==> src/rtl/dbg_uart_pkg.sv <==
package dbg_uart_pkg;

    localparam int WORD_W     = 32;
    localparam int WORD_BYTES = WORD_W / 8;
    localparam int BIDX_W     = $clog2(WORD_BYTES);
    localparam int WCNT_W     = 6;

    typedef enum logic [2:0] {
        ST_CTRL,
        ST_ADDR,
        ST_WDATA,
        ST_BUS,
        ST_RESP
    } bridge_state_e;

    typedef struct packed {
        logic              is_write;
        logic [WCNT_W-1:0] words_m1;
    } ctrl_t;

    function automatic ctrl_t decode_ctrl(input logic [7:0] b);
        ctrl_t c;
        c.is_write = b[7];
        c.words_m1 = b[WCNT_W-1:0];
        return c;
    endfunction

    function automatic logic [WORD_W-1:0] step_addr(input logic [WORD_W-1:0] a);
        return a + WORD_W'(WORD_BYTES);
    endfunction

endpackage

==> src/rtl/dbg_byte_gather.sv <==
module dbg_byte_gather #(
    parameter int W = 32
) (
    input  logic         clk,
    input  logic         rst,
    input  logic         shift_en,
    input  logic [7:0]   byte_in,
    output logic [W-1:0] word_out
);
    localparam int GW = W - 8;

    logic [GW-1:0] held_q;

    always_ff @(posedge clk) begin
        if (rst)
            held_q <= '0;
        else if (shift_en)
            held_q <= {held_q[GW-9:0], byte_in};
    end

    assign word_out = {held_q, byte_in};
endmodule

==> src/rtl/dbg_idle_timer.sv <==
module dbg_idle_timer #(
    parameter int LIMIT = 100000
) (
    input  logic clk,
    input  logic rst,
    input  logic armed,
    input  logic kick,
    output logic expired
);
    localparam int CW = $clog2(LIMIT + 1);

    logic [CW-1:0] cnt_q;

    always_ff @(posedge clk) begin
        if (rst || !armed || kick)
            cnt_q <= '0;
        else if (!expired)
            cnt_q <= cnt_q + 1'b1;
    end

    assign expired = armed && (cnt_q == CW'(LIMIT));
endmodule

==> src/rtl/dbg_tx_ser.sv <==
module dbg_tx_ser #(
    parameter int W = 32
) (
    input  logic         clk,
    input  logic         rst,
    input  logic         load,
    input  logic [W-1:0] word_in,
    input  logic         tx_ready,
    output logic         tx_valid,
    output logic [7:0]   tx_data,
    output logic         last_sent
);
    localparam int NB = W / 8;
    localparam int IW = (NB > 1) ? $clog2(NB) : 1;

    logic [W-1:0]  sh_q;
    logic [IW-1:0] idx_q;
    logic          vld_q;
    logic          take;

    assign take      = vld_q && tx_ready;
    assign last_sent = take && (idx_q == IW'(NB - 1));
    assign tx_valid  = vld_q;
    assign tx_data   = sh_q[W-1 -: 8];

    always_ff @(posedge clk) begin
        if (rst) begin
            sh_q  <= '0;
            idx_q <= '0;
            vld_q <= 1'b0;
        end else if (load) begin
            sh_q  <= word_in;
            idx_q <= '0;
            vld_q <= 1'b1;
        end else if (take) begin
            sh_q  <= {sh_q[W-9:0], 8'h00};
            idx_q <= idx_q + 1'b1;
            if (last_sent)
                vld_q <= 1'b0;
        end
    end
endmodule

==> src/rtl/dbg_uart_bridge.sv <==
module dbg_uart_bridge
    import dbg_uart_pkg::*;
#(
    parameter int IDLE_LIMIT = 100000
) (
    input  logic              clk,
    input  logic              rst,
    input  logic              rx_valid,
    input  logic [7:0]        rx_data,
    output logic              tx_valid,
    input  logic              tx_ready,
    output logic [7:0]        tx_data,
    output logic              bus_req,
    output logic              bus_we,
    output logic [WORD_W-1:0] bus_addr,
    output logic [WORD_W-1:0] bus_wdata,
    input  logic              bus_ack,
    input  logic [WORD_W-1:0] bus_rdata
);
    localparam logic [BIDX_W-1:0] LAST_IDX = BIDX_W'(WORD_BYTES - 1);

    bridge_state_e     state_q;
    ctrl_t             ctrl_q;
    logic [WCNT_W-1:0] left_q;
    logic [BIDX_W-1:0] bidx_q;
    logic [WORD_W-1:0] addr_q;
    logic [WORD_W-1:0] wdata_q;

    logic              collecting;
    logic              byte_in;
    logic              idle_exp;
    logic [WORD_W-1:0] gathered;
    logic              ser_load;
    logic              ser_done;

    assign collecting = (state_q == ST_ADDR) || (state_q == ST_WDATA);
    assign byte_in    = collecting && rx_valid;
    assign ser_load   = (state_q == ST_BUS) && bus_ack && !ctrl_q.is_write;

    dbg_byte_gather #(.W(WORD_W)) gather_i (
        .clk      (clk),
        .rst      (rst),
        .shift_en (byte_in),
        .byte_in  (rx_data),
        .word_out (gathered)
    );

    dbg_idle_timer #(.LIMIT(IDLE_LIMIT)) idle_i (
        .clk     (clk),
        .rst     (rst),
        .armed   (collecting),
        .kick    (rx_valid),
        .expired (idle_exp)
    );

    dbg_tx_ser #(.W(WORD_W)) ser_i (
        .clk       (clk),
        .rst       (rst),
        .load      (ser_load),
        .word_in   (bus_rdata),
        .tx_ready  (tx_ready),
        .tx_valid  (tx_valid),
        .tx_data   (tx_data),
        .last_sent (ser_done)
    );

    assign bus_req   = (state_q == ST_BUS);
    assign bus_we    = ctrl_q.is_write;
    assign bus_addr  = addr_q;
    assign bus_wdata = wdata_q;

    always_ff @(posedge clk) begin
        if (rst) begin
            state_q <= ST_CTRL;
            ctrl_q  <= '0;
            left_q  <= '0;
            bidx_q  <= '0;
            addr_q  <= '0;
            wdata_q <= '0;
        end else begin
            unique case (state_q)
                ST_CTRL: begin
                    if (rx_valid) begin
                        ctrl_q  <= decode_ctrl(rx_data);
                        left_q  <= decode_ctrl(rx_data).words_m1;
                        bidx_q  <= '0;
                        state_q <= ST_ADDR;
                    end
                end
                ST_ADDR: begin
                    if (idle_exp) begin
                        state_q <= ST_CTRL;
                    end else if (rx_valid) begin
                        bidx_q <= (bidx_q == LAST_IDX) ? '0 : bidx_q + 1'b1;
                        if (bidx_q == LAST_IDX) begin
                            addr_q  <= gathered;
                            state_q <= ctrl_q.is_write ? ST_WDATA : ST_BUS;
                        end
                    end
                end
                ST_WDATA: begin
                    if (idle_exp) begin
                        state_q <= ST_CTRL;
                    end else if (rx_valid) begin
                        bidx_q <= (bidx_q == LAST_IDX) ? '0 : bidx_q + 1'b1;
                        if (bidx_q == LAST_IDX) begin
                            wdata_q <= gathered;
                            state_q <= ST_BUS;
                        end
                    end
                end
                ST_BUS: begin
                    if (bus_ack) begin
                        if (!ctrl_q.is_write) begin
                            state_q <= ST_RESP;
                        end else if (left_q == '0) begin
                            state_q <= ST_CTRL;
                        end else begin
                            left_q  <= left_q - 1'b1;
                            addr_q  <= step_addr(addr_q);
                            state_q <= ST_WDATA;
                        end
                    end
                end
                ST_RESP: begin
                    if (ser_done) begin
                        if (left_q == '0) begin
                            state_q <= ST_CTRL;
                        end else begin
                            left_q  <= left_q - 1'b1;
                            addr_q  <= step_addr(addr_q);
                            state_q <= ST_BUS;
                        end
                    end
                end
                default: state_q <= ST_CTRL;
            endcase
        end
    end
endmodule

==> config.mk <==
export PLATFORM = sky130hd
export DESIGN_NAME = dbg_uart_bridge
export DESIGN_NICKNAME = d
export VERILOG_FILES = /design/src/rtl/dbg_uart_pkg.sv /design/src/rtl/dbg_byte_gather.sv /design/src/rtl/dbg_idle_timer.sv /design/src/rtl/dbg_tx_ser.sv /design/src/rtl/dbg_uart_bridge.sv
export SDC_FILE = /design/constraint.sdc
export NUM_CORES = 1
export LEC_CHECK = 0
export BUFFER_PORTS_ARGS = -buffer_cell sky130_fd_sc_hd__buf_4
export CAP_MARGIN = 20
export CORE_MARGIN = 5
export CORE_UTILIZATION = 50
export DETAILED_ROUTE_END_ITERATION = 6
export GPL_ROUTABILITY_DRIVEN = 0
export HOLD_SLACK_MARGIN = 0.03
export PLACE_DENSITY = 0.75
export SYNTH_ARGS = -nofsm -noshare
export SYNTH_HDL_FRONTEND = slang
export SYNTH_SLANG_ARGS = --single-unit
==> constraint.sdc <==
create_clock -name clk -period 2.6 [get_ports clk]
set_input_delay 0.26 -clock clk [delete_from_list [all_inputs] [get_ports clk]]
set_output_delay 0.26 -clock clk [all_outputs]
set_load 0.1 [all_outputs]
Yosys cells after proc, flatten, opt, wreduce, memory -nomap -nowiden
Index checks and enable logic that the tools add are counted.
Widths: inputs -> output; s select.
Cells by class
  equal/unequal tests: 20
  multiplexer cells: 38
  bitwise operators: 1
  reductions and logical operators: 27
  $add $sub $neg: 5
Operator list (number)
  $mux 32: 9
  $pmux 32 s3: 1
  $add 32x3->32 const B: 1
  $mux 3: 10
  $mux 6: 5
  $pmux 6 s3: 1
  $add 17x1->17 const B: 1
  $eq 17x17->1 const B: 1
  $pmux 3 s5: 1
  $reduce_and 7->1: 2
  $mux 2: 6
  $ne 2x2->1 const B: 5
  $ne 2x1->1 const B: 4
  $reduce_and 4->1: 2
  $eq 3x2->1 const B: 2
  $logic_and 1x1->1: 6
  $logic_not 6->1: 1
  $ne 3x2->1 const B: 2
  $ne 3x3->1 const B: 2
  $reduce_bool 2->1: 3
  $reduce_bool 3->1: 2
  $sub 6x1->6 const B: 1
  $reduce_and 5->1: 1
  $add 2x1->2 const B: 2
  11 further kinds: 20
Storage, ports and cells
  logic and storage cells: 102
  bits in registers: 152
  input port bits: 45
  output and inout port bits: 75

Longest topological paths before layout
Gate-level depths: netlist of the first run.
  word-level depth: 5
  gate-level depth with buffers: 10
  mapped depth without buffers: 7

Hierarchy
From an unflattened synthesis of the first run, not the netlist that was laid out.
Second synthesis, totals
  cell total of the unflattened synthesis: 895
  area, all modules: 7576.0 um^2
By module, submodules not included
  dbg_uart_bridge: sequential area each 1521.5 um^2, cells an instance 518, area each 3931.3 um^2, instances 1
  dbg_tx_ser: sequential area each 700.7 um^2, cells an instance 193, area each 1873.0 um^2, instances 1
  dbg_byte_gather: sequential area each 480.5 um^2, cells an instance 85, area each 929.6 um^2, instances 1
  dbg_idle_timer: sequential area each 340.3 um^2, cells an instance 99, area each 842.1 um^2, instances 1

Worst setup path after synthesis of the first run
No wires, ideal clock.
  path type: reg-to-reg
  from: register addr_q[3] (netlist: bus_addr[3])
  to: register addr_q[30] (netlist: bus_addr[30])
  path buffers: 1
  slack: -548 ps
  data required time: 2512 ps
  clock period less this slack: 3148 ps
  setup time: 88 ps
  arrival: 3060 ps
  cell stages (with the launch flop): 8
  cell sequence: dfxtp_1 > ha_1 > nand3_1 > or4_1 > buf_2 > or4_4 > o31a_1 > o32ai_2
On the way
  word-level cells in the longest chain between the ends: 5
  elaborated cells on any way between the ends: 6
  those cells by class: add/sub: 1; mux: 5
Ends and longest elaborated chain
  start: declaration: RTL line dbg_uart_bridge.sv:26  | logic [WORD_W-1:0] addr_q;
  start signal: assignment: RTL line dbg_uart_bridge.sv:96  | addr_q <= gathered;
  start signal: assignment: RTL line dbg_uart_bridge.sv:120  | addr_q <= step_addr(addr_q);
  start signal: assignment: RTL line dbg_uart_bridge.sv:131  | addr_q <= step_addr(addr_q);
  $add 32x3->32 *: RTL line dbg_uart_pkg.sv:29  | return a + WORD_W'(WORD_BYTES);
  $mux 32 *: RTL line dbg_uart_bridge.sv:116, dbg_uart_bridge.sv:127
  $mux 32: RTL line dbg_uart_bridge.sv:114  | if (!ctrl_q.is_write) begin
  $mux 32: RTL line dbg_uart_bridge.sv:113  | if (bus_ack) begin
  $pmux 32 s3 *: RTL line dbg_uart_bridge.sv:81  | unique case (state_q)
Every way passes the cells marked *; elsewhere a longest branch is shown, timed or not. The select of a mux whose other input is x is not followed.
A chain may end at the register's enable or synchronous reset.

Worst setup path after layout of the first run
  from: register idle_i.cnt_q[0]
  to: register addr_q[3] (netlist: bus_addr[3])
On the way
  word-level cells in the longest chain between the ends: 4
Ends and longest elaborated chain
  start: declaration: RTL line dbg_idle_timer.sv:12  | logic [CW-1:0] cnt_q;
  start signal: assignment: RTL line dbg_idle_timer.sv:18  | cnt_q <= cnt_q + 1'b1;
  $eq 17x17->1: RTL line dbg_idle_timer.sv:21  | assign expired = armed && (cnt_q == CW'(LIMIT));
  $logic_and 1x1->1: RTL line dbg_idle_timer.sv:21
  $ne 2x2->1 (no line)
  $reduce_and 7->1 (no line)
No other way between the ends.

==> results.py, run 1 <==
metrics = {
    "clocking": {
        "cts.clk_slew.worst_paths_ns": 0.06,
        "cts_buffer_depth": 2,
        "clkLatencyLatePin_ns": 0.43,
        "h-tree-depth": 4,
        "post_cts_resized": 0,
        "cts_tree": "built",
        "root_buffer": "clkbuf_16",
        "cts_sinks": 152,
        "hold_buffers": 0,
        "numCtsBuffers": 17,
        "postCtsSetupRepairBufs": 0,
    },
    "sta": {
        "fin_crit_sh_pct": 91.8,
        "hold_violations": 0,
        "clock_skew_ns": 0.0140,
        "fin_setup_tns_ns": 0,
        "fmax_ghz": 0.419,
        "worst_slew_pin_slew_ns": 0.963,
        "max_slew_margin_pct": 35.6,
        "rsz0062_at_grt": "no",
        "setup_ws_ns": 0.213,
        "setup_viol": 0,
        "period_needed_ns": 2.39,
        "slew_violations": 0,
    },
    "yosys": {
        "synthMuxAreaShare_pct": 0.699,
        "syn_area_per_cell_sq_um": 7.78,
        "synth_top_family_by_area": "simple AND/OR/NAND/NOR gates",
        "ys_types": 59,
        "syn-num-nets": 972,
        "synth_cells": 921,
        "synth_xor_area_share_pct": 1.96,
        "ys_warn_count": 0,
        "async_reset_ff_share_pct": 0,
        "ys_ff_latch": 152,
        "synth_top_area_cell": "dfxtp_1",
        "seq_area_frac_synth_pct": 42.5,
        "yosysTopAreaCellShare_pct": 42.5,
        "synth.area.top_cells": "dfxtp_1 (42%), nand2_1 (10%), a21oi_1 (6.4%), nand3_1 (3.7%), nor2_1 (3.6%)",
        "synthSimpleGateAreaFrac_pct": 27.7,
        "synth_fa_ha_area_share_pct": 1.05,
        "synth.cell_area_sq_um": 7160,
        "synth_ff_type": "dfxtp_1",
        "synth_compound_area_share_pct": 20.8,
        "synth_edf_count": 0,
    },
    "detailed_routing": {
        "routed_wl_microns": 20800,
        "first_pass_iters": 5,
        "vias": 7124,
        "drc": 0,
        "wire_per_inst_microns": 17.3,
        "first_iter_violations": 781,
        "viasPerCell": 5.93,
        "drtAntennaViolNets": 0,
    },
    "global_routing": {
        "grt_pass1_wl_microns": 33500,
        "grt_pass1_vias": 6609,
        "overflow": 0,
        "met2_usage_pct": 39.2,
        "met3_usage_pct": 6.76,
        "antenna_found_initial": 0,
        "grt_usage_pct": 24.7,
        "top_usage_layer": "met2",
        "grt_max_degree": 118,
        "met1_usage_pct": 32.3,
    },
    "worst_setup_path": {
        "crit_fanout": 11,
        "reg2reg_depth": 7,
        "cp.arrival_ns": 2.64,
        "r2r_end": "bus_addr[3]$_SDFFE_PP0P_",
        "regToRegStartpoint": "idle_i.cnt_q[0]$_SDFFE_PP0N_",
        "endpoint_kind": "flip-flop",
        "cp.required_ns": 2.85,
        "r2r_slack_ns": 0.21,
        "worstSetupPathType": "flip-flop to flip-flop",
        "crit_path_start_kind": "flip-flop",
    },
    "min_path": {
        "hold_path_end": "ser_i.sh_q[0]$_SDFFE_PP0P_",
        "hp-start": "bus_rdata[0]",
        "hold_path_depth": 3,
        "hold_path_class": "input pin to flip-flop",
    },
    "die": {
        "die_h_microns": 130,
        "rows": 43,
        "initial_core_util_pct": 51.2,
        "design.portCount": 120,
        "design.core.area_sq_um": 14000,
        "die_w_microns": 130,
        "dieArea_sq_um": 16800,
    },
    "run": {
        "maxCapViolCount": 0,
    },
    "power": {
        "peakVddDrop_v": 0.000731,
        "powerDensity_nw_per_um2": 984,
        "p_leak_nw": 3.19,
    },
    "run_status": {
        "outcome": "complete, no violations",
    },
    "layout": {
        "diodes": 0,
        "layout-drive-gt1-share_pct": 20.4,
        "layout.nets": 1060,
        "syn_to_final_growth_pct": 24.0,
    },
    "placement": {
        "dpl.hpwl_microns": 13700,
        "pre_cts_ws_ns": 0.289,
        "port_buffers": 119,
    },
}
cells in the mapped netlist, drive strengths merged, types with 4 or more instances:
cell type and instances:
o32ai 19, nand4 14, inv 14, a311oi 25, a31oi 9, clkbuf 64
or3 4, nand2 200, buf 15, a21oi 92, nand3b 5, o21ai 15
and3 6, o22ai 6, o31a 4, nand3 53, ha 6, nor3 27
xor2 10, xnor2 6, nor4 6, a32o 4, dfxtp 152, a211oi 19
nor2 69, nand2b 6, or4 9, and4 9, mux2i 5
cells by family after synthesis:
group / after synthesis
buf+inv: 93
simple gates: 427
flops: 152
compound gates: 222
xor+xnor: 16
fa+ha+maj: 6
mux: 5
final cells by class:
cell class,instances,area [sq um]
clock inverters,10,165
flip-flops and latches,152,3070
repair buffers,148,1150
multi-input cells,676,3750
inverters,14,56.3
well taps,180,225
fillers,1250,5110
clock buffers,21,470
layout by cell type, fill, tap and decap left out, types with 4 or more instances in the layout:
cell type	instances
a311oi_1	25
o21ai_0	15
dfxtp_1	138
o22ai_1	6
ha_1	6
bufinv_16	4
a31oi_1	9
inv_1	13
nand2b_1	6
xnor2_1	6
a211oi_1	19
or4_1	8
dfxtp_2	12
clkbuf_16	17
buf_4	145
nor4_1	5
nor2_1	68
and4_1	9
a32o_1	4
and3_1	6
a21oi_1	92
nand2_1	200
or3_1	4
mux2i_1	5
nand3b_1	5
nand3_1	53
xor2_1	10
nor3_1	27
nand4_1	13
o31a_1	4
o32ai_1	18
per-stage QoR:
step | util (%) | cells | hold slack (ns) | cell area, sq um | total power [mW]
final | 63.5 | 1201 | 0.0862 | 8880 | 8.74
after global routing | 63.5 | 1201 | 0.0918 | 8880 | 9.14
after CTS | 63.5 | 1201 | 0.0738 | 8880 | 8.75
after detailed placement | 58.9 | 1170 | 0.450 | 8250 | 6.09
after global placement | 58.9 | 1170 | 0.443 | 8250 | 6.06
after floorplan | - | 921 | 0.396 | 7190 | 5.20
worst max-delay path by stage:
stage,start,to,slack (ns)
final,idle_i.cnt_q[0]$_SDFFE_PP0N_,bus_addr[3]$_SDFFE_PP0P_,0.21
after global routing,idle_i.cnt_q[0]$_SDFFE_PP0N_,bus_addr[3]$_SDFFE_PP0P_,0.07
after CTS,idle_i.cnt_q[0]$_SDFFE_PP0N_,bus_addr[3]$_SDFFE_PP0P_,0.24
after detailed placement,idle_i.cnt_q[0]$_SDFFE_PP0N_,bus_addr[3]$_SDFFE_PP0P_,0.29
after global placement,idle_i.cnt_q[0]$_SDFFE_PP0N_,bus_addr[27]$_SDFFE_PP0P_,0.35
after floorplan,bus_addr[9]$_SDFFE_PP0P_,bus_addr[30]$_SDFFE_PP0P_,-0.07
worst max-delay path, stage by stage (launching register included):
cell	delay, ns
dfxtp_1	0.40
inv_1	0.07
ha_1	0.18
nor4bb_1	0.14
and4_1	0.27
a2bb2oi_2	0.21
nor2_1	0.73
a311oi_1	0.23
layer usage:
layer | vias up | wire [microns]
met5 | - | 0
met4 | 0 | 547
met3 | 38 | 1540
met2 | 253 | 9730
met1 | 3357 | 9020
li1 | 3476 | -
registers in the layout (all words and copies together) (netlist names):
signal	count
idle_i.cnt_q	17
bus_wdata	32
bus_addr	32
bus_we	1
state_q	3
ser_i.tx_valid	1
left_q	6
ser_i.sh_q	32
gather_i.held_q	24
ser_i.idx_q	2
bidx_q	2
power by group:
group	total, mW	switching, mW	internal [mW]
Combinational	3.21	2.25	0.955
Sequential	2.89	0.297	2.59
Clock	2.65	0.966	1.68
Total	8.74	3.52	5.23
Note: power is estimated with default switching activity, not from simulation.
==> inputs of run 2 (changes only) <==
BUFFER_PORTS_ARGS = -buffer_cell sky130_fd_sc_hd__buf_2   (was -buffer_cell sky130_fd_sc_hd__buf_4)
SKIP_CTS_REPAIR_TIMING = 1   (was default)
clock period = 2.4 ns   (was 2.6 ns; I/O delays follow)
==> run 2 against run 1 <==
Net effect: sequential share of layout area is 1.2 points higher; flip-flop and latch count stayed put; first-iteration DRC count is 25% lower; critical endpoint is now bus_wdata[23]$_SDFFE_PP0P_.
==> results.py, run 2 (synthesis results as in run 1) <==
metrics = {
    "run_status": {
        "outcome": "complete, no violations",
    },
    "sta": {
        "slew_violations": 0,
        "fmax_ghz": 0.450,
        "setup_ws_ns": 0.179,
        "fin_crit_sh_pct": 92.5,
        "period_needed_ns": 2.22,
        "max_slew_margin_pct": 62.1,
        "clock_skew_ns": 0.00990,
        "setup_viol": 0,
        "hold_violations": 0,
        "rsz0062_at_grt": "no",
        "worst_slew_pin_slew_ns": 0.564,
    },
    "die": {
        "rows": 43,
        "die_w_microns": 130,
        "initial_core_util_pct": 51.2,
        "design.portCount": 120,
        "dieArea_sq_um": 16800,
        "design.core.area_sq_um": 14000,
        "die_h_microns": 130,
    },
    "clocking": {
        "numCtsBuffers": 17,
        "h-tree-depth": 4,
        "cts.clk_slew.worst_paths_ns": 0.06,
        "cts_tree": "built",
        "clkLatencyLatePin_ns": 0.43,
        "cts_sinks": 152,
        "cts_buffer_depth": 2,
        "root_buffer": "clkbuf_16",
    },
    "global_routing": {
        "antenna_found_initial": 0,
        "grt_max_degree": 60,
        "grt_usage_pct": 24.4,
        "grt_pass1_wl_microns": 33100,
        "grt_pass1_vias": 6603,
        "overflow": 0,
    },
    "detailed_routing": {
        "viasPerCell": 5.83,
        "drtAntennaViolNets": 0,
        "routed_wl_microns": 20500,
        "drc": 0,
        "first_iter_violations": 583,
        "wire_per_inst_microns": 16.9,
        "first_pass_iters": 5,
        "vias": 7069,
    },
    "run": {
        "maxCapViolCount": 0,
    },
    "power": {
        "p_leak_nw": 3.20,
        "peakVddDrop_v": 0.000697,
        "powerDensity_nw_per_um2": 1050,
    },
    "layout": {
        "multiInputGateArea_sq_um": 3780,
        "syn_to_final_growth_pct": 21.3,
        "layout_common_cells": "nand2_1 (200), dfxtp_1 (130), buf_2 (118)",
        "layout-drive-gt1-share_pct": 22.3,
        "fillCellCount": 1241,
        "fin_cells": 1212,
        "seqCellArea_sq_um": 3110,
        "diodes": 0,
        "layout.nets": 1070,
        "mostFrequentLayoutCell": "nand2_1",
    },
    "worst_setup_path": {
        "crit_chain": "nor4bb_1, and4_1, buf_4, or4_1, buf_4, nand2_1, a21oi_1",
        "cp.required_ns": 2.76,
        "critPathMaxStageDelay_ns": 0.47,
        "crit_fanout": 32,
        "cpLargestDelayFamily": "simple AND/OR/NAND/NOR gates",
        "endpoint_kind": "flip-flop",
        "crit_path_start_kind": "flip-flop",
        "cp_common_cell": "buf_4",
        "path_buf_inv": 2,
        "cp.arrival_ns": 2.58,
        "worstSetupPathType": "flip-flop to flip-flop",
        "crit_slowest_cell": "nor4bb_1",
    },
    "min_path": {
        "hold_path_class": "input pin to flip-flop",
    },
    "placement": {
        "port_buffers": 119,
        "dpl.hpwl_microns": 13800,
        "numPlacedInstances": 1180,
        "pre_cts_ws_ns": 0.200,
    },
}
[run 2: final timing paths]
kind / start / end / slack [ns] / cells past startpoint
worst max-delay path: idle_i.cnt_q[7]$_SDFFE_PP0N_ / bus_wdata[23]$_SDFFE_PP0P_ / 0.18 / 7
worst min-delay path: bus_rdata[0] / ser_i.sh_q[0]$_SDFFE_PP0P_ / 0.05 / 3
worst max register to register: idle_i.cnt_q[7]$_SDFFE_PP0N_ / bus_wdata[23]$_SDFFE_PP0P_ / 0.18 / 7
worst min register to register: bus_wdata[28]$_SDFFE_PP0P_ / bus_wdata[28]$_SDFFE_PP0P_ / 0.45 / 2
[run 2: power by group]
part / internal, mW / total, mW / switching, mW
sequential: 2.82 / 3.14 / 0.318
clock: 1.45 / 2.60 / 1.15
combinational: 0.987 / 3.41 / 2.42
total: 5.25 / 9.14 / 3.88
[run 2: final cells by class]
cell class	instances	area share (%)
inverters	14	0.648
flip-flops and latches	152	35.8
clock buffers	17	4.90
repair buffers	158	11.0
multi-input cells	676	43.5
clock inverters	15	1.66
well taps	180	2.59
[run 2: through the flow]
| step | util, % | setup TNS, ns | cell area (sq um) | power (mW) | hold slack, ns |
|---|---|---|---|---|---|
| 2_1_floorplan | - | -0.0551 | 7260 | 5.67 | 0.376 |
| 3_3_place_gp | 58.0 | 0 | 8110 | 6.51 | 0.439 |
| 3_5_place_dp | 58.0 | 0 | 8110 | 6.54 | 0.443 |
| 4_1_cts | 62.0 | 0 | 8680 | 9.14 | 0.0350 |
| 5_1_grt | 62.1 | 0 | 8690 | 9.61 | 0.0473 |
| 6_report | 62.1 | 0 | 8690 | 9.14 | 0.0487 |
[run 2: worst min-delay path, delay by kind of cell]
family / cells / cell delay, ns
AOI/OAI and AO/OA: 1 / 0.05
buffers and inverters: 1 / 0.10
and+or+nand+nor: 1 / 0.04
[run 2: per-layer routing]
layer,share of wire [%],global-route usage [%],vias up
li1,-,-,3493
met1,44,31.8,3315
met2,47,38.9,224
met3,6.4,6.64,37
met4,2.2,9.05,0
met5,0,0,-
==> inputs of run 3 (changes only) <==
CORE_UTILIZATION = 55   (was 50)
CTS_CLUSTER_DIAMETER = 50   (was default)
PLACE_DENSITY = 0.81   (was 0.75)
==> run 3 against run 2 <==
Net effect: die area shrank 8.4%; sequential share of layout area shrank 0.051 points; count of clock-buffer cells in the layout grew 2; first-iteration DRC count grew 16%; maximum frequency shrank 0.56%; clock skew shrank 0.0040 ns; clock power is essentially flat; global-route usage grew 2.6 points; worst setup slack lost 0.013 ns.
==> results.py, run 3 (synthesis results as in run 1) <==
metrics = {
    "sta": {
        "slew_violations": 0,
        "fmax_ghz": 0.448,
        "clock_skew_ns": 0.00595,
        "hold_slack_ns": 0.0504,
        "rsz0062_at_grt": "no",
        "setup_viol": 0,
        "period_needed_ns": 2.23,
        "fin_crit_sh_pct": 93.1,
        "worst_slew_pin_slew_ns": 0.625,
        "max_slew_margin_pct": 58.0,
        "hold_violations": 0,
        "setup_ws_ns": 0.166,
        "fin_setup_tns_ns": 0,
    },
    "clocking": {
        "numCtsBuffers": 17,
        "cts.clk_slew.worst_paths_ns": 0.06,
        "cts_buffer_depth": 2,
        "cts_sinks": 152,
        "cts_tree": "built",
        "h-tree-depth": 4,
        "root_buffer": "clkbuf_16",
        "clkLatencyLatePin_ns": 0.43,
    },
    "worst_setup_path": {
        "critPathMaxStageDelay_ns": 0.61,
        "critPathLaunch": "bus_addr[13]$_SDFFE_PP0P_",
        "worstSetupPathType": "flip-flop to flip-flop",
        "cp.required_ns": 2.74,
        "crit_slowest_cell": "or4_1",
        "r2r_end": "bus_addr[30]$_SDFFE_PP0P_",
        "r2r_slack_ns": 0.17,
        "endpoint_kind": "flip-flop",
        "crit_chain": "nand4_2, or4_1, or4_4, o31a_1, o32ai_2",
        "crit_path_start_kind": "flip-flop",
        "crit_fanout": 7,
        "crit_end": "bus_addr[30]$_SDFFE_PP0P_",
        "cp.arrival_ns": 2.57,
        "reg2reg_depth": 5,
        "regToRegStartpoint": "bus_addr[13]$_SDFFE_PP0P_",
    },
    "detailed_routing": {
        "drtAntennaViolNets": 0,
        "wire_per_inst_microns": 16.9,
        "vias": 7180,
        "first_iter_violations": 679,
        "drc": 0,
        "first_pass_iters": 7,
        "routed_wl_microns": 20500,
        "viasPerCell": 5.94,
    },
    "layout": {
        "mostFrequentLayoutCell": "nand2_1",
        "multiInputGateArea_sq_um": 3770,
        "fillCellCount": 1086,
        "layout-drive-gt1-share_pct": 22.7,
        "layout.nets": 1075,
        "design_area_sq_um": 8700,
        "diodes": 0,
        "syn_to_final_growth_pct": 21.5,
        "seqCellArea_sq_um": 3110,
        "layout_common_cells": "nand2_1 (200), dfxtp_1 (130), buf_2 (118)",
    },
    "placement": {
        "dpl.hpwl_microns": 13800,
        "pre_cts_ws_ns": 0.164,
        "port_buffers": 119,
        "placed_area_sq_um": 8120,
    },
    "run_status": {
        "outcome": "complete, no violations",
    },
    "global_routing": {
        "overflow": 0,
        "grt_usage_pct": 27.0,
        "grt_max_degree": 71,
        "grt_pass1_wl_microns": 33100,
        "antenna_found_initial": 0,
        "grt_pass1_vias": 6644,
    },
    "die": {
        "die_h_microns": 124,
        "initial_core_util_pct": 56.5,
        "die_w_microns": 124,
        "design.core.area_sq_um": 12700,
        "design.portCount": 120,
        "dieArea_sq_um": 15400,
        "rows": 41,
    },
    "power": {
        "peakVddDrop_v": 0.000708,
        "p_leak_nw": 3.21,
        "total_power_mw": 9.15,
        "powerDensity_nw_per_um2": 1050,
    },
    "min_path": {
        "hold_path_class": "input pin to flip-flop",
    },
    "run": {
        "maxCapViolCount": 0,
    },
}
==> run 3: cell types whose count changed in the layout (fill, tap and decap cells not counted), moves of 2 or more <==
cell | previous run | this run
clkinvlp_4 | 1 | 4
clkinv_2 | 1 | 4
buf_4 | 35 | 41
clkinv_4 | 6 | 1
clkinv_1 | 2 | 0
==> run 3: critical path, delay by kind of cell, from the launching register on <==
| kind | cells | cell delay (ns) |
|---|---|---|
| simple gates | 3 | 1.32 |
| compound gates | 2 | 0.45 |
| flops | 1 | 0.38 |
==> run 3: cell type report <==
type	count	share of cell area (%)
Tap cell	172	2.47
Multi-Input combinational cell	676	43.3
Timing Repair Buffer	163	11.2
Clock buffer	19	5.22
Clock inverter	13	1.37
Inverter	14	0.647
Sequential cell	152	35.7
==> run 3: power by group <==
part           internal (mW)  switching (mW)
Clock                   1.50            1.07
Sequential              2.82           0.313
Combinational          0.998            2.46
==> run 3: worst min-delay path by stage <==
stage	startpoint	endpoint	slack, ns	depth (start not counted)
finish	bus_rdata[2]	ser_i.sh_q[2]$_SDFFE_PP0P_	0.05	3
global route	bus_rdata[2]	ser_i.sh_q[2]$_SDFFE_PP0P_	0.04	3
CTS	bus_rdata[2]	ser_i.sh_q[2]$_SDFFE_PP0P_	0.04	3
detailed placement	bus_wdata[29]$_SDFFE_PP0P_	bus_wdata[29]$_SDFFE_PP0P_	0.45	2
global placement	bus_wdata[2]$_SDFFE_PP0P_	bus_wdata[2]$_SDFFE_PP0P_	0.44	2
floorplan	rx_data[5]	gather_i.held_q[5]$_SDFFE_PP0P_	0.38	2
==> run 3: routing by layer <==
metal	wire [microns]	global-route usage, %
met1	8640	33.9
met2	9730	43.9
met3	1330	5.99
met4	746	13.0
met5	0	0
==> run 3: metrics by stage <==
step / utilization (%) / std cells
6_report: 68.6 / 1209
5_1_grt: 68.6 / 1209
4_1_cts: 68.6 / 1209
3_5_place_dp: 64.1 / 1177
3_3_place_gp: 64.1 / 1177
2_1_floorplan: - / 921
